[src/rtl/txexec_pkg.sv]
package txexec_pkg;

  localparam logic [7:0] OP_WR     = 8'h00;
  localparam logic [7:0] OP_WR_INC = 8'h04;
  localparam logic [7:0] OP_RD     = 8'h10;
  localparam logic [7:0] OP_RD_INC = 8'h14;

  // strobes from control to datapath
  typedef struct packed {
    logic       capOp;
    logic       capHdr;
    logic       capWd;
    logic       loadRun;
    logic       stepWord;
    logic       capRd;
    logic [1:0] byteSel;
  } ctlStrobes_t;

  // decoded state returned by the datapath
  typedef struct packed {
    logic [7:0]  opcode;
    logic [15:0] byteCount;
    logic        lastWord;
  } dpStatus_t;

endpackage

[src/rtl/txexec_dpath.sv]
module txexec_dpath
  import txexec_pkg::*;
#(
  parameter int ADDR_W       = 32,
  parameter int MAX_RD_WORDS = 256
) (
  input  logic              clk,
  input  logic              rstN,
  input  ctlStrobes_t       ctl,
  input  logic [7:0]        inData,
  input  logic [31:0]       busRdata,
  output dpStatus_t         status,
  output logic [ADDR_W-1:0] busAddr,
  output logic [31:0]       busWdata,
  output logic [7:0]        outData
);

  localparam int WL_W      = $clog2(MAX_RD_WORDS + 1);
  localparam int WORD_STEP = 4;

  logic [7:0]        opReg;
  logic [47:0]       hdrSr;     // count and address, big-endian shift
  logic [31:0]       wdReg;
  logic [31:0]       rdReg;
  logic [ADDR_W-1:0] addrReg;
  logic [WL_W-1:0]   wordsLeft;

  always_ff @(posedge clk) begin
    if (!rstN) begin
      opReg     <= '0;
      hdrSr     <= '0;
      wdReg     <= '0;
      rdReg     <= '0;
      addrReg   <= '0;
      wordsLeft <= '0;
    end else begin
      if (ctl.capOp)  opReg <= inData;
      if (ctl.capHdr) hdrSr <= {hdrSr[39:0], inData};
      if (ctl.capWd)  wdReg <= {inData, wdReg[31:8]};
      if (ctl.capRd)  rdReg <= busRdata;
      if (ctl.loadRun) begin
        addrReg   <= hdrSr[ADDR_W-1:0];
        wordsLeft <= WL_W'(hdrSr[47:34]);
      end else if (ctl.stepWord) begin
        if (opReg[2]) addrReg <= addrReg + ADDR_W'(WORD_STEP);
        wordsLeft <= wordsLeft - 1'b1;
      end
    end
  end

  always_comb begin
    status.opcode    = opReg;
    status.byteCount = hdrSr[47:32];
    status.lastWord  = (wordsLeft == '0);
  end

  assign busAddr  = addrReg;
  assign busWdata = wdReg;

  // read data goes out LSB first; write acknowledge is a 4-byte header
  always_comb begin
    if (opReg[4]) begin
      outData = rdReg[8*ctl.byteSel +: 8];
    end else begin
      case (ctl.byteSel)
        2'd0:    outData = opReg | 8'h80;
        2'd1:    outData = 8'h00;
        2'd2:    outData = hdrSr[47:40];
        default: outData = hdrSr[39:32];
      endcase
    end
  end

endmodule

[src/rtl/txexec_ctrl.sv]
module txexec_ctrl
  import txexec_pkg::*;
#(
  parameter int MAX_RD_WORDS = 256
) (
  input  logic        clk,
  input  logic        rstN,
  input  logic        inValid,
  input  logic        inSop,
  input  logic        inEop,
  output logic        inReady,
  input  logic        busWait,
  input  logic        busRdValid,
  output logic        busRead,
  output logic        busWrite,
  output logic        outValid,
  output logic        outSop,
  output logic        outEop,
  output logic        errFlag,
  input  dpStatus_t   status,
  output ctlStrobes_t ctl
);

  localparam logic [15:0] MAX_RD_BYTES = 16'(4 * MAX_RD_WORDS);

  typedef enum logic [2:0] {
    ST_IDLE, ST_HDR, ST_CHECK, ST_WDATA, ST_BUSWR, ST_BUSRD, ST_RDWAIT, ST_SEND
  } state_t;

  state_t     state, stateN;
  logic [2:0] byteCnt, byteCntN;
  logic       eopAt8, eopAt8N;
  logic       firstOut, firstOutN;
  logic       errReg, errSet;
  logic       cntAligned, rdOk, wrOk;

  always_comb begin
    cntAligned = (status.byteCount[1:0] == 2'b00) && (status.byteCount != 16'd0);
    rdOk = ((status.opcode == OP_RD) && (status.byteCount == 16'd4)) ||
           ((status.opcode == OP_RD_INC) && cntAligned && (status.byteCount <= MAX_RD_BYTES));
    wrOk = ((status.opcode == OP_WR) || (status.opcode == OP_WR_INC)) &&
           (status.byteCount == 16'd4);
  end

  always_comb begin
    stateN      = state;
    byteCntN    = byteCnt;
    eopAt8N     = eopAt8;
    firstOutN   = firstOut;
    errSet      = 1'b0;
    ctl         = '0;
    ctl.byteSel = byteCnt[1:0];
    case (state)
      ST_IDLE: begin
        if (inValid && inSop) begin
          ctl.capOp = 1'b1;
          if (inEop) errSet = 1'b1;
          else begin
            stateN   = ST_HDR;
            byteCntN = 3'd1;
          end
        end
      end
      ST_HDR: begin
        if (inValid) begin
          if (inSop) begin
            ctl.capOp = 1'b1;
            byteCntN  = 3'd1;
            if (inEop) begin
              errSet = 1'b1;
              stateN = ST_IDLE;
            end
          end else begin
            ctl.capHdr = 1'b1;
            if (byteCnt == 3'd7) begin
              eopAt8N = inEop;
              stateN  = ST_CHECK;
            end else if (inEop) begin
              errSet = 1'b1;
              stateN = ST_IDLE;
            end else begin
              byteCntN = byteCnt + 3'd1;
            end
          end
        end
      end
      ST_CHECK: begin
        if (rdOk && eopAt8) begin
          ctl.loadRun = 1'b1;
          firstOutN   = 1'b1;
          stateN      = ST_BUSRD;
        end else if (wrOk && !eopAt8) begin
          ctl.loadRun = 1'b1;
          firstOutN   = 1'b1;
          byteCntN    = 3'd0;
          stateN      = ST_WDATA;
        end else begin
          errSet = 1'b1;
          stateN = ST_IDLE;
        end
      end
      ST_WDATA: begin
        if (inValid) begin
          if (inSop) begin
            ctl.capOp = 1'b1;
            byteCntN  = 3'd1;
            if (inEop) begin
              errSet = 1'b1;
              stateN = ST_IDLE;
            end else begin
              stateN = ST_HDR;
            end
          end else begin
            ctl.capWd = 1'b1;
            if (byteCnt == 3'd3) begin
              if (inEop) stateN = ST_BUSWR;
              else begin
                errSet = 1'b1;
                stateN = ST_IDLE;
              end
            end else if (inEop) begin
              errSet = 1'b1;
              stateN = ST_IDLE;
            end else begin
              byteCntN = byteCnt + 3'd1;
            end
          end
        end
      end
      ST_BUSWR: begin
        if (!busWait) begin
          ctl.stepWord = 1'b1;
          byteCntN     = 3'd0;
          stateN       = ST_SEND;
        end
      end
      ST_BUSRD: begin
        if (!busWait) begin
          ctl.stepWord = 1'b1;
          stateN       = ST_RDWAIT;
        end
      end
      ST_RDWAIT: begin
        if (busRdValid) begin
          ctl.capRd = 1'b1;
          byteCntN  = 3'd0;
          stateN    = ST_SEND;
        end
      end
      ST_SEND: begin
        firstOutN = 1'b0;
        if (byteCnt == 3'd3) stateN = status.lastWord ? ST_IDLE : ST_BUSRD;
        else byteCntN = byteCnt + 3'd1;
      end
      default: stateN = ST_IDLE;
    endcase
  end

  always_ff @(posedge clk) begin
    if (!rstN) begin
      state    <= ST_IDLE;
      byteCnt  <= '0;
      eopAt8   <= 1'b0;
      firstOut <= 1'b0;
      errReg   <= 1'b0;
    end else begin
      state    <= stateN;
      byteCnt  <= byteCntN;
      eopAt8   <= eopAt8N;
      firstOut <= firstOutN;
      errReg   <= errReg | errSet;
    end
  end

  assign inReady  = (state == ST_IDLE) || (state == ST_HDR) || (state == ST_WDATA);
  assign busRead  = (state == ST_BUSRD);
  assign busWrite = (state == ST_BUSWR);
  assign outValid = (state == ST_SEND);
  assign outSop   = (state == ST_SEND) && firstOut && (byteCnt == 3'd0);
  assign outEop   = (state == ST_SEND) && (byteCnt == 3'd3) && status.lastWord;
  assign errFlag  = errReg;


  err_sticky_chk: assert property (@(posedge clk) disable iff (!rstN)
    errFlag |=> errFlag);


  bad_req_no_bus_chk: assert property (@(posedge clk) disable iff (!rstN)
    (state == ST_CHECK && !(rdOk && eopAt8) && !(wrOk && !eopAt8))
      |=> (!busRead && !busWrite && errFlag));

endmodule

[src/rtl/txexec_top.sv]
module txexec_top
  import txexec_pkg::*;
#(
  parameter int ADDR_W       = 32,
  parameter int MAX_RD_WORDS = 256
) (
  input  logic              clk,
  input  logic              rstN,
  input  logic              inValid,
  input  logic [7:0]        inData,
  input  logic              inSop,
  input  logic              inEop,
  output logic              inReady,
  output logic [ADDR_W-1:0] busAddr,
  output logic              busRead,
  output logic              busWrite,
  output logic [31:0]       busWdata,
  input  logic              busWait,
  input  logic [31:0]       busRdata,
  input  logic              busRdValid,
  output logic              outValid,
  output logic [7:0]        outData,
  output logic              outSop,
  output logic              outEop,
  output logic              errFlag
);

  ctlStrobes_t ctl;
  dpStatus_t   status;

  txexec_ctrl #(.MAX_RD_WORDS(MAX_RD_WORDS)) u_ctrl (
    .clk(clk), .rstN(rstN),
    .inValid(inValid), .inSop(inSop), .inEop(inEop), .inReady(inReady),
    .busWait(busWait), .busRdValid(busRdValid),
    .busRead(busRead), .busWrite(busWrite),
    .outValid(outValid), .outSop(outSop), .outEop(outEop),
    .errFlag(errFlag), .status(status), .ctl(ctl)
  );

  txexec_dpath #(.ADDR_W(ADDR_W), .MAX_RD_WORDS(MAX_RD_WORDS)) u_dpath (
    .clk(clk), .rstN(rstN), .ctl(ctl),
    .inData(inData), .busRdata(busRdata), .status(status),
    .busAddr(busAddr), .busWdata(busWdata), .outData(outData)
  );


  rd_hold_chk: assert property (@(posedge clk) disable iff (!rstN)
    (busRead && busWait) |=> (busRead && $stable(busAddr)));


  wr_hold_chk: assert property (@(posedge clk) disable iff (!rstN)
    (busWrite && busWait) |=> (busWrite && $stable(busAddr) && $stable(busWdata)));


  resp_end_chk: assert property (@(posedge clk) disable iff (!rstN)
    (outValid && outEop) |=> !outValid);

endmodule

[config.mk]
export PLATFORM = sky130hd
export DESIGN_NAME = txexec_top
export DESIGN_NICKNAME = d
export VERILOG_FILES = /design/src/rtl/txexec_pkg.sv /design/src/rtl/txexec_dpath.sv /design/src/rtl/txexec_ctrl.sv /design/src/rtl/txexec_top.sv
export SDC_FILE = /design/constraint.sdc
export NUM_CORES = 1
export LEC_CHECK = 0
export CAP_MARGIN = 40
export CORE_AREA = 3 3 118 132
export DETAILED_ROUTE_END_ITERATION = 16
export DIE_AREA = 0 0 121 135
export PLACE_DENSITY = 0.81
export REMOVE_ABC_BUFFERS = 1
export SYNTH_ARGS = -nofsm -noshare
export SYNTH_HDL_FRONTEND = slang
export SYNTH_SLANG_ARGS = --single-unit
[constraint.sdc]
create_clock -name clk -period 5 [get_ports clk]
set_input_delay 1 -clock clk [delete_from_list [all_inputs] [get_ports clk]]
set_output_delay 1 -clock clk [all_outputs]
set_load 0.03 [all_outputs]
==> results.env, run 1 <==
FILLCELLCOUNT=1156
YOSYSWARNINGS=0
WORSTMARGINPINSLEW_NS=0.8538
MAX_CAP_VIOLATIONS=0
TOTALWIRELENGTH_UM=22830
SYN_INST=1006
DR.PASS1.ITERS=7
ROWS=46
STATUS='finished clean'
FINAL.SETUP.WORST_SLACK_NS=1.116
CTS_ROOT_BUF='sky130_fd_sc_hd__clkbuf_16'
DRT.ANTENNA.VIOLATING_NETS=0
CTS.REPORTEDPATHS.CLKPINSLEW_NS=0.07
SEQ_AREA_FRAC_SYNTH_PCT=43.40
ROUTED_WIRE_LENGTH_PER_INSTANCE_UM=17.64
IO_BUFFERS=125
HOLDBUFCOUNTCTS=0
CHIPHEIGHT_UM=135
POWER.DENSITY_mW_PER_MM2=352.9
SINKS_ON_CLOCK_NET=170
DIE_W_UM=121
POWER.STATIC_LEAKAGE_nW=3.268
CRITICAL_PATH.N_BUFFERS_INVERTERS=1
CP.REQUIRED_NS=4.00
ROUTED_VIA_DENSITY=5.840
WORST_HOLD_PATH_TYPE='reg -> reg'
CLOCK-SKEW-FINAL_NS=0.008659
CTS_MADE_BUFFERS=17
CRIT_PATH_START_KIND='flip-flop'
NUMBER_OF_SETUP_VIOLATIONS_IN_THE_FINAL_REPORT=0
MAX_FO_CRITICAL_PATH=16
SLOWEST_STAGE_CELL_CP='sky130_fd_sc_hd__dfxtp_1'
CRIT_CHAIN='ha_1 -> a21oi_1 -> o21ai_0 -> clkdlybuf4s50_1'
GP_CONGESTION=0.9335
TRITONCTS='built'
FIRST_ITER_VIOLATIONS=654
ASYNCSETRESETFLOPFRACSYNTH_PCT=0
DRIVE_GT1_SHARE_PCT=6.897
TIMING.SLEW.HEADROOM_PCT=43.02
GRT_FIRST_PASS_WIRELENGTH_UM=36740
REMAINING_DRC_ERRORS=0
ENDPOINT_KIND='output port'
FIRST_GLOBAL_VIAS=7040
POST-CTS-SETUP-BUFFER-COUNT=0
FP.COREAREA_MM2=0.01433
SYNTH_EDF_COUNT=0
RSZ_0062_RAISED_AFTER_GLOBAL_ROUTING='no'
ANTENNA-DIODE-COUNT=0
FINAL_NET_COUNT=1144
SYN-CELL-AREA_MM2=0.007841
DOMINANTREGCELLSYNTH='sky130_fd_sc_hd__dfxtp_1'
GRT_USE_TOTAL_PCT=28.06
PIN_COUNT=126
H-TREE-DEPTH=4
FP.DIEAREA_MM2=0.01634
POST-ROUTE-MIN-PERIOD_NS=3.884
OVERFLOW=0
PEAK_FREQ_MHz=257.5
ARRIVAL_NS=2.88
POSTSYNTHAREAPERCELL_UM2=7.795
SETUP_TNS_NS=0
FINAL_HOLD_VIOL_COUNT=0
CTS_REPAIR_RESIZE_COUNT=0
NETLIST-CELL-TYPE-COUNT=65
MAX-CLOCK-PATH-BUFFERS=2
NUM_VIAS=7557
POSTSYNTHREGISTERBITS=170
GRT_ANTENNA_BEFORE_REPAIR=0
PRE_CTS_SLACK_NS=1.530
LARGEST_NET_DEGREE_AT_THE_START_OF_GLOBAL_ROUTING=77
SYN_TO_FINAL_GROWTH_PCT=24.51
CP_TOP_FAMILY='flip-flops'
WORST-SETUP-PATH-TYPE='reg -> out'
INSERTION_DELAY_NS=0.43
IR_WORST_VDD_mV=0.2656
CRIT_PATH_MAX_INCR_DELAY_NS=0.78
FINAL_MAX_SLEW_VIOL_COUNT=0
DP_HPWL_UM=15600
STARTING_UTILIZATION_OF_THE_CORE_AREA_PCT=54.71
FINAL_CYCLE_UTILIZATION_OF_THE_CRITICAL_PATH_PCT=77.67
[layer usage]
metal	global-route usage, %	vias up	share of wire (%)
met2	45.13	289	49
met1	37.66	3573	43
met3	5.153	47	6.1
met4	10.58	0	2.6
met5	0	-	0
li1	-	3648	-
[synthesized netlist by cell type, types with 8 or more instances]
| library cell | n | share of area (%) |
|---|---|---|
| sky130_fd_sc_hd__ha_1 | 8 | 1.3 |
| sky130_fd_sc_hd__nand3_1 | 46 | 2.9 |
| sky130_fd_sc_hd__nor2_1 | 64 | 3.1 |
| sky130_fd_sc_hd__nand2_1 | 272 | 13 |
| sky130_fd_sc_hd__mux4_2 | 8 | 2.3 |
| sky130_fd_sc_hd__a21oi_1 | 149 | 9.5 |
| sky130_fd_sc_hd__clkbuf_1 | 55 | 2.6 |
| sky130_fd_sc_hd__a211oi_1 | 8 | 0.77 |
| sky130_fd_sc_hd__nor3_1 | 12 | 0.77 |
| sky130_fd_sc_hd__o21ai_0 | 21 | 1.3 |
| sky130_fd_sc_hd__dfxtp_1 | 170 | 43 |
| sky130_fd_sc_hd__mux2i_1 | 11 | 1.4 |
| sky130_fd_sc_hd__xnor2_1 | 8 | 0.89 |
| sky130_fd_sc_hd__inv_1 | 11 | 0.53 |
| sky130_fd_sc_hd__nand4_1 | 20 | 1.6 |
| sky130_fd_sc_hd__xor2_1 | 9 | 1.0 |
[sequential cells by signal, indices dropped and copies added (netlist names)]
register / count
u_dpath.opReg: 8
u_dpath.busWdata: 32
u_dpath.wordsLeft: 9
u_ctrl.state: 3
u_ctrl.errFlag: 1
u_ctrl.byteCnt: 3
u_dpath.busAddr: 32
u_ctrl.eopAt8: 1
u_dpath.rdReg: 32
u_ctrl.firstOut: 1
u_dpath.hdrSr: 48
[cell families (layout without fill, tap and decap cells)]
family | Yosys count | count (layout) | synth area share, %
and+or+nand+nor | 471 | 471 | 26.65
xor gates and xnor gates | 17 | 17 | 1.899
adders and majority gates | 8 | 8 | 1.277
muxes | 20 | 20 | 3.846
AOI/OAI and AO/OA | 236 | 236 | 17.94
buffers and inverters | 84 | 180 | 4.994
DFF | 170 | 170 | 43.40
[per-stage QoR]
stage	utilization (%)	instance area (µm²)	cells	total power [mW]	hold slack (ns)
2_1_floorplan	-	7491	933	1.833	0.4331
3_3_place_gp	63.36	9080	1259	2.046	0.4393
3_5_place_dp	63.67	9125	1262	2.049	0.4444
4_1_cts	68.12	9763	1294	3.448	0.4545
5_1_grt	68.12	9763	1294	3.578	0.4678
6_report	68.12	9763	1294	3.445	0.4526
[tightest hold or removal path, cell delays in order (launching register included)]
cell and delay (ns):
sky130_fd_sc_hd__dfxtp_1 0.31, sky130_fd_sc_hd__nand2_1 0.05, sky130_fd_sc_hd__a21oi_1 0.05
[report_power, final]
group | total, mW | leakage (nW) | switching [mW] | internal, mW
Sequential | 1.50 | 1.37 | 0.0945 | 1.40
Clock | 1.41 | 0.306 | 0.584 | 0.829
Combinational | 0.536 | 1.59 | 0.326 | 0.210
[final timing paths]
path / to / slack (ns) / cells after the start / startpoint
max: outData[4] / 1.12 / 4 / u_ctrl.byteCnt[0]
min: u_dpath.busWdata[2] / 0.45 / 2 / u_dpath.busWdata[2]
max reg2reg: u_dpath.busAddr[17] / 2.00 / 7 / u_dpath.hdrSr[37]
min reg2reg: u_dpath.busWdata[2] / 0.45 / 2 / u_dpath.busWdata[2]
[layout by cell type (no fill, tap or decap), types with 9 or more instances in the layout]
cell	n
sky130_fd_sc_hd__a21oi_1	149
sky130_fd_sc_hd__clkbuf_16	17
sky130_fd_sc_hd__clkdlybuf4s50_1	125
sky130_fd_sc_hd__dfxtp_1	170
sky130_fd_sc_hd__inv_1	10
sky130_fd_sc_hd__mux2i_1	11
sky130_fd_sc_hd__nand2_1	272
sky130_fd_sc_hd__nand3_1	46
sky130_fd_sc_hd__nand4_1	20
sky130_fd_sc_hd__nor2_1	61
sky130_fd_sc_hd__nor3_1	12
sky130_fd_sc_hd__o21ai_0	21
sky130_fd_sc_hd__xor2_1	9
[area by class of cell]
class	count	area [µm²]	area share [%]
clock buffer	19	452.9	4.639
clock inverter	13	185.2	1.897
inverter	11	43.79	0.4485
multi-input combinational	752	4061	41.60
sequential	170	3403	34.86
tap	192	240.2	2.461
timing repair buffer	137	1376	14.10
(Power assumes the default switching activity.)
==> run 2, diff against run 1 <==
- CORE_AREA: 3 3 118 132 -> 3 3 119 133
- DIE_AREA: 0 0 121 135 -> 0 0 122 136
- PLACE_DENSITY: 0.81 -> 0.79
- clock period: 5 -> 3.9 ns (I/O delays scaled with it)
==> results.env, run 2 (same netlist as run 1, synthesis figures left out) <==
CTS_MADE_BUFFERS=17
PIN_COUNT=126
ROUTED_VIA_DENSITY=5.851
HOLDBUFCOUNTCTS=0
POWER.STATIC_LEAKAGE_nW=3.289
MAX-CLOCK-PATH-BUFFERS=2
FINAL_MAX_SLEW_VIOL_COUNT=0
GRT_ANTENNA_BEFORE_REPAIR=0
TOTALWIRELENGTH_UM=22230
CP.REQUIRED_NS=3.12
INSERTION_DELAY_NS=0.43
MAX_CAP_VIOLATIONS=0
PEAK_FREQ_MHz=278.9
CTS_REPAIR_RESIZE_COUNT=0
SETUP_TNS_NS=0
WORST_HOLD_PATH_TYPE='reg -> reg'
DRT.ANTENNA.VIOLATING_NETS=0
P_COMB_SHARE_PCT=15.7
SYN_TO_FINAL_GROWTH_PCT=24.86
GRT_USE_TOTAL_PCT=26.89
FINAL_COMMON_CELL='sky130_fd_sc_hd__nand2_1'
CHIPHEIGHT_UM=136
FINAL_CYCLE_UTILIZATION_OF_THE_CRITICAL_PATH_PCT=91.94
WORST-SETUP-PATH-TYPE='reg -> out'
FINAL_NET_COUNT=1147
NUM_VIAS=7589
ENDPOINT_KIND='output port'
CLOCK_POWER_SHARE_PCT=41.4
STARTING_UTILIZATION_OF_THE_CORE_AREA_PCT=54.28
H-TREE-DEPTH=4
STATUS='finished clean'
FIRST_ITER_VIOLATIONS=635
CLOCK-SKEW-FINAL_NS=0.009057
WORSTMARGINPINSLEW_NS=0.8789
FP.DIEAREA_MM2=0.01659
IO_BUFFERS=125
ROWS=46
NUMBER_OF_SETUP_VIOLATIONS_IN_THE_FINAL_REPORT=0
FP.COREAREA_MM2=0.01445
TIMING.SLEW.HEADROOM_PCT=41.28
CTS_ROOT_BUF='sky130_fd_sc_hd__clkbuf_16'
GP_CONGESTION=0.9154
DR.PASS1.ITERS=5
TRITONCTS='built'
OVERFLOW=0
CRIT_CHAIN='inv_1 -> ha_1 -> nor3b_1 -> nand3_1 -> nor2_1 -> and3_1 -> clkdlybuf4s50_1'
ROUTED_WIRE_LENGTH_PER_INSTANCE_UM=17.14
DIE_W_UM=122
WHS_NS=0.4523
GRT_FIRST_PASS_WIRELENGTH_UM=35860
CRIT_PATH_MAX_INCR_DELAY_NS=0.66
MOSTFREQUENTLAYOUTCELLS='sky130_fd_sc_hd__nand2_1, sky130_fd_sc_hd__dfxtp_1, sky130_fd_sc_hd__a21oi_1'
MAX_FLOP_REGISTER='u_dpath.hdrSr'
POST-CTS-SETUP-BUFFER-COUNT=0
PLACED_CELLS_INCL_TAPS=1265
SW_FRAC_OF_TOTAL_PCT=28.74
REMAINING_DRC_ERRORS=0
LARGEST_REGISTER_FFS=48
FINAL_HOLD_VIOL_COUNT=0
CTS.REPORTEDPATHS.CLKPINSLEW_NS=0.07
MAX_FO_CRITICAL_PATH=5
RSZ_0062_RAISED_AFTER_GLOBAL_ROUTING='no'
SEQ_POWER_SHARE_PCT=42.9
IR_WORST_VDD_mV=0.3209
DRIVE_GT1_SHARE_PCT=7.149
POST-ROUTE-MIN-PERIOD_NS=3.586
FIRST_GLOBAL_VIAS=7026
SINKS_ON_CLOCK_NET=170
SLOWEST_STAGE_CELL_CP='sky130_fd_sc_hd__clkdlybuf4s50_1'
ANTENNA-DIODE-COUNT=0
POST_LAYOUT_NONFILLER_INSTANCES=1297
ARRIVAL_NS=2.81
LARGEST_NET_DEGREE_AT_THE_START_OF_GLOBAL_ROUTING=86
DP_HPWL_UM=15140
P_INT_mW=3.178
CRIT_PATH_START_KIND='flip-flop'
POWER.DENSITY_mW_PER_MM2=455.5
SWITCHINGPOWER_mW=1.282
==> run 2: power groups by stage <==
stage	registers (mW)	clock network, mW	logic [mW]
floorplan	1.93	0	0.416
global placement	1.95	0	0.681
detailed placement	1.95	0	0.683
CTS	1.91	1.86	0.690
global route	1.92	1.92	0.766
finish	1.91	1.85	0.700
==> run 2: routing by layer <==
metal	vias up	share of wire, %	global-route usage, %
met1	3584	43	36.30
met4	0	2.1	8.842
li1	3671	-	-
met5	-	0	0
met2	286	49	44.29
met3	48	6.3	4.037
==> run 2: worst max-delay path: cells and delay by family (launching register included) <==
family                   cells  cell delay [ns]
adder cells (fa/ha/maj)      1             0.17
buffers and inverters        2             0.73
flip-flops                   1             0.34
AND/OR/NAND/NOR              4             1.14
==> run 2: layout make-up <==
| cell class | instances | area, µm² |
|---|---|---|
| multi-input combinational | 752 | 4059 |
| inverter | 11 | 43.79 |
| fill | 1214 | 4656 |
| clock inverter | 14 | 209.0 |
| timing repair buffer | 140 | 1396 |
| tap | 192 | 240.2 |
| sequential | 170 | 3403 |
| clock buffer | 18 | 439.2 |
==> run 2: path summary, 6_finish.rpt <==
path	cells past startpoint	from	slack, ns	to
setup / recovery	7	u_dpath.wordsLeft[0]	0.31	outEop
hold / removal	2	u_dpath.busWdata[0]	0.45	u_dpath.busWdata[0]
setup reg to reg	7	u_dpath.hdrSr[38]	1.09	u_dpath.busAddr[21]
hold reg to reg	2	u_dpath.busWdata[0]	0.45	u_dpath.busWdata[0]
==> run 2: per-stage QoR <==
| step | setup slack [ns] | power (mW) | util (%) | cell area, µm² |
|---|---|---|---|---|
| after floorplan | -0.07162 | 2.350 | - | 7491 |
| after global placement | 0.8461 | 2.626 | 63.10 | 9115 |
| after detailed placement | 0.8178 | 2.630 | 63.29 | 9143 |
| after CTS | 0.3528 | 4.461 | 67.77 | 9791 |
| after global routing | 0.04237 | 4.612 | 67.77 | 9791 |
| final | 0.3143 | 4.460 | 67.77 | 9791 |
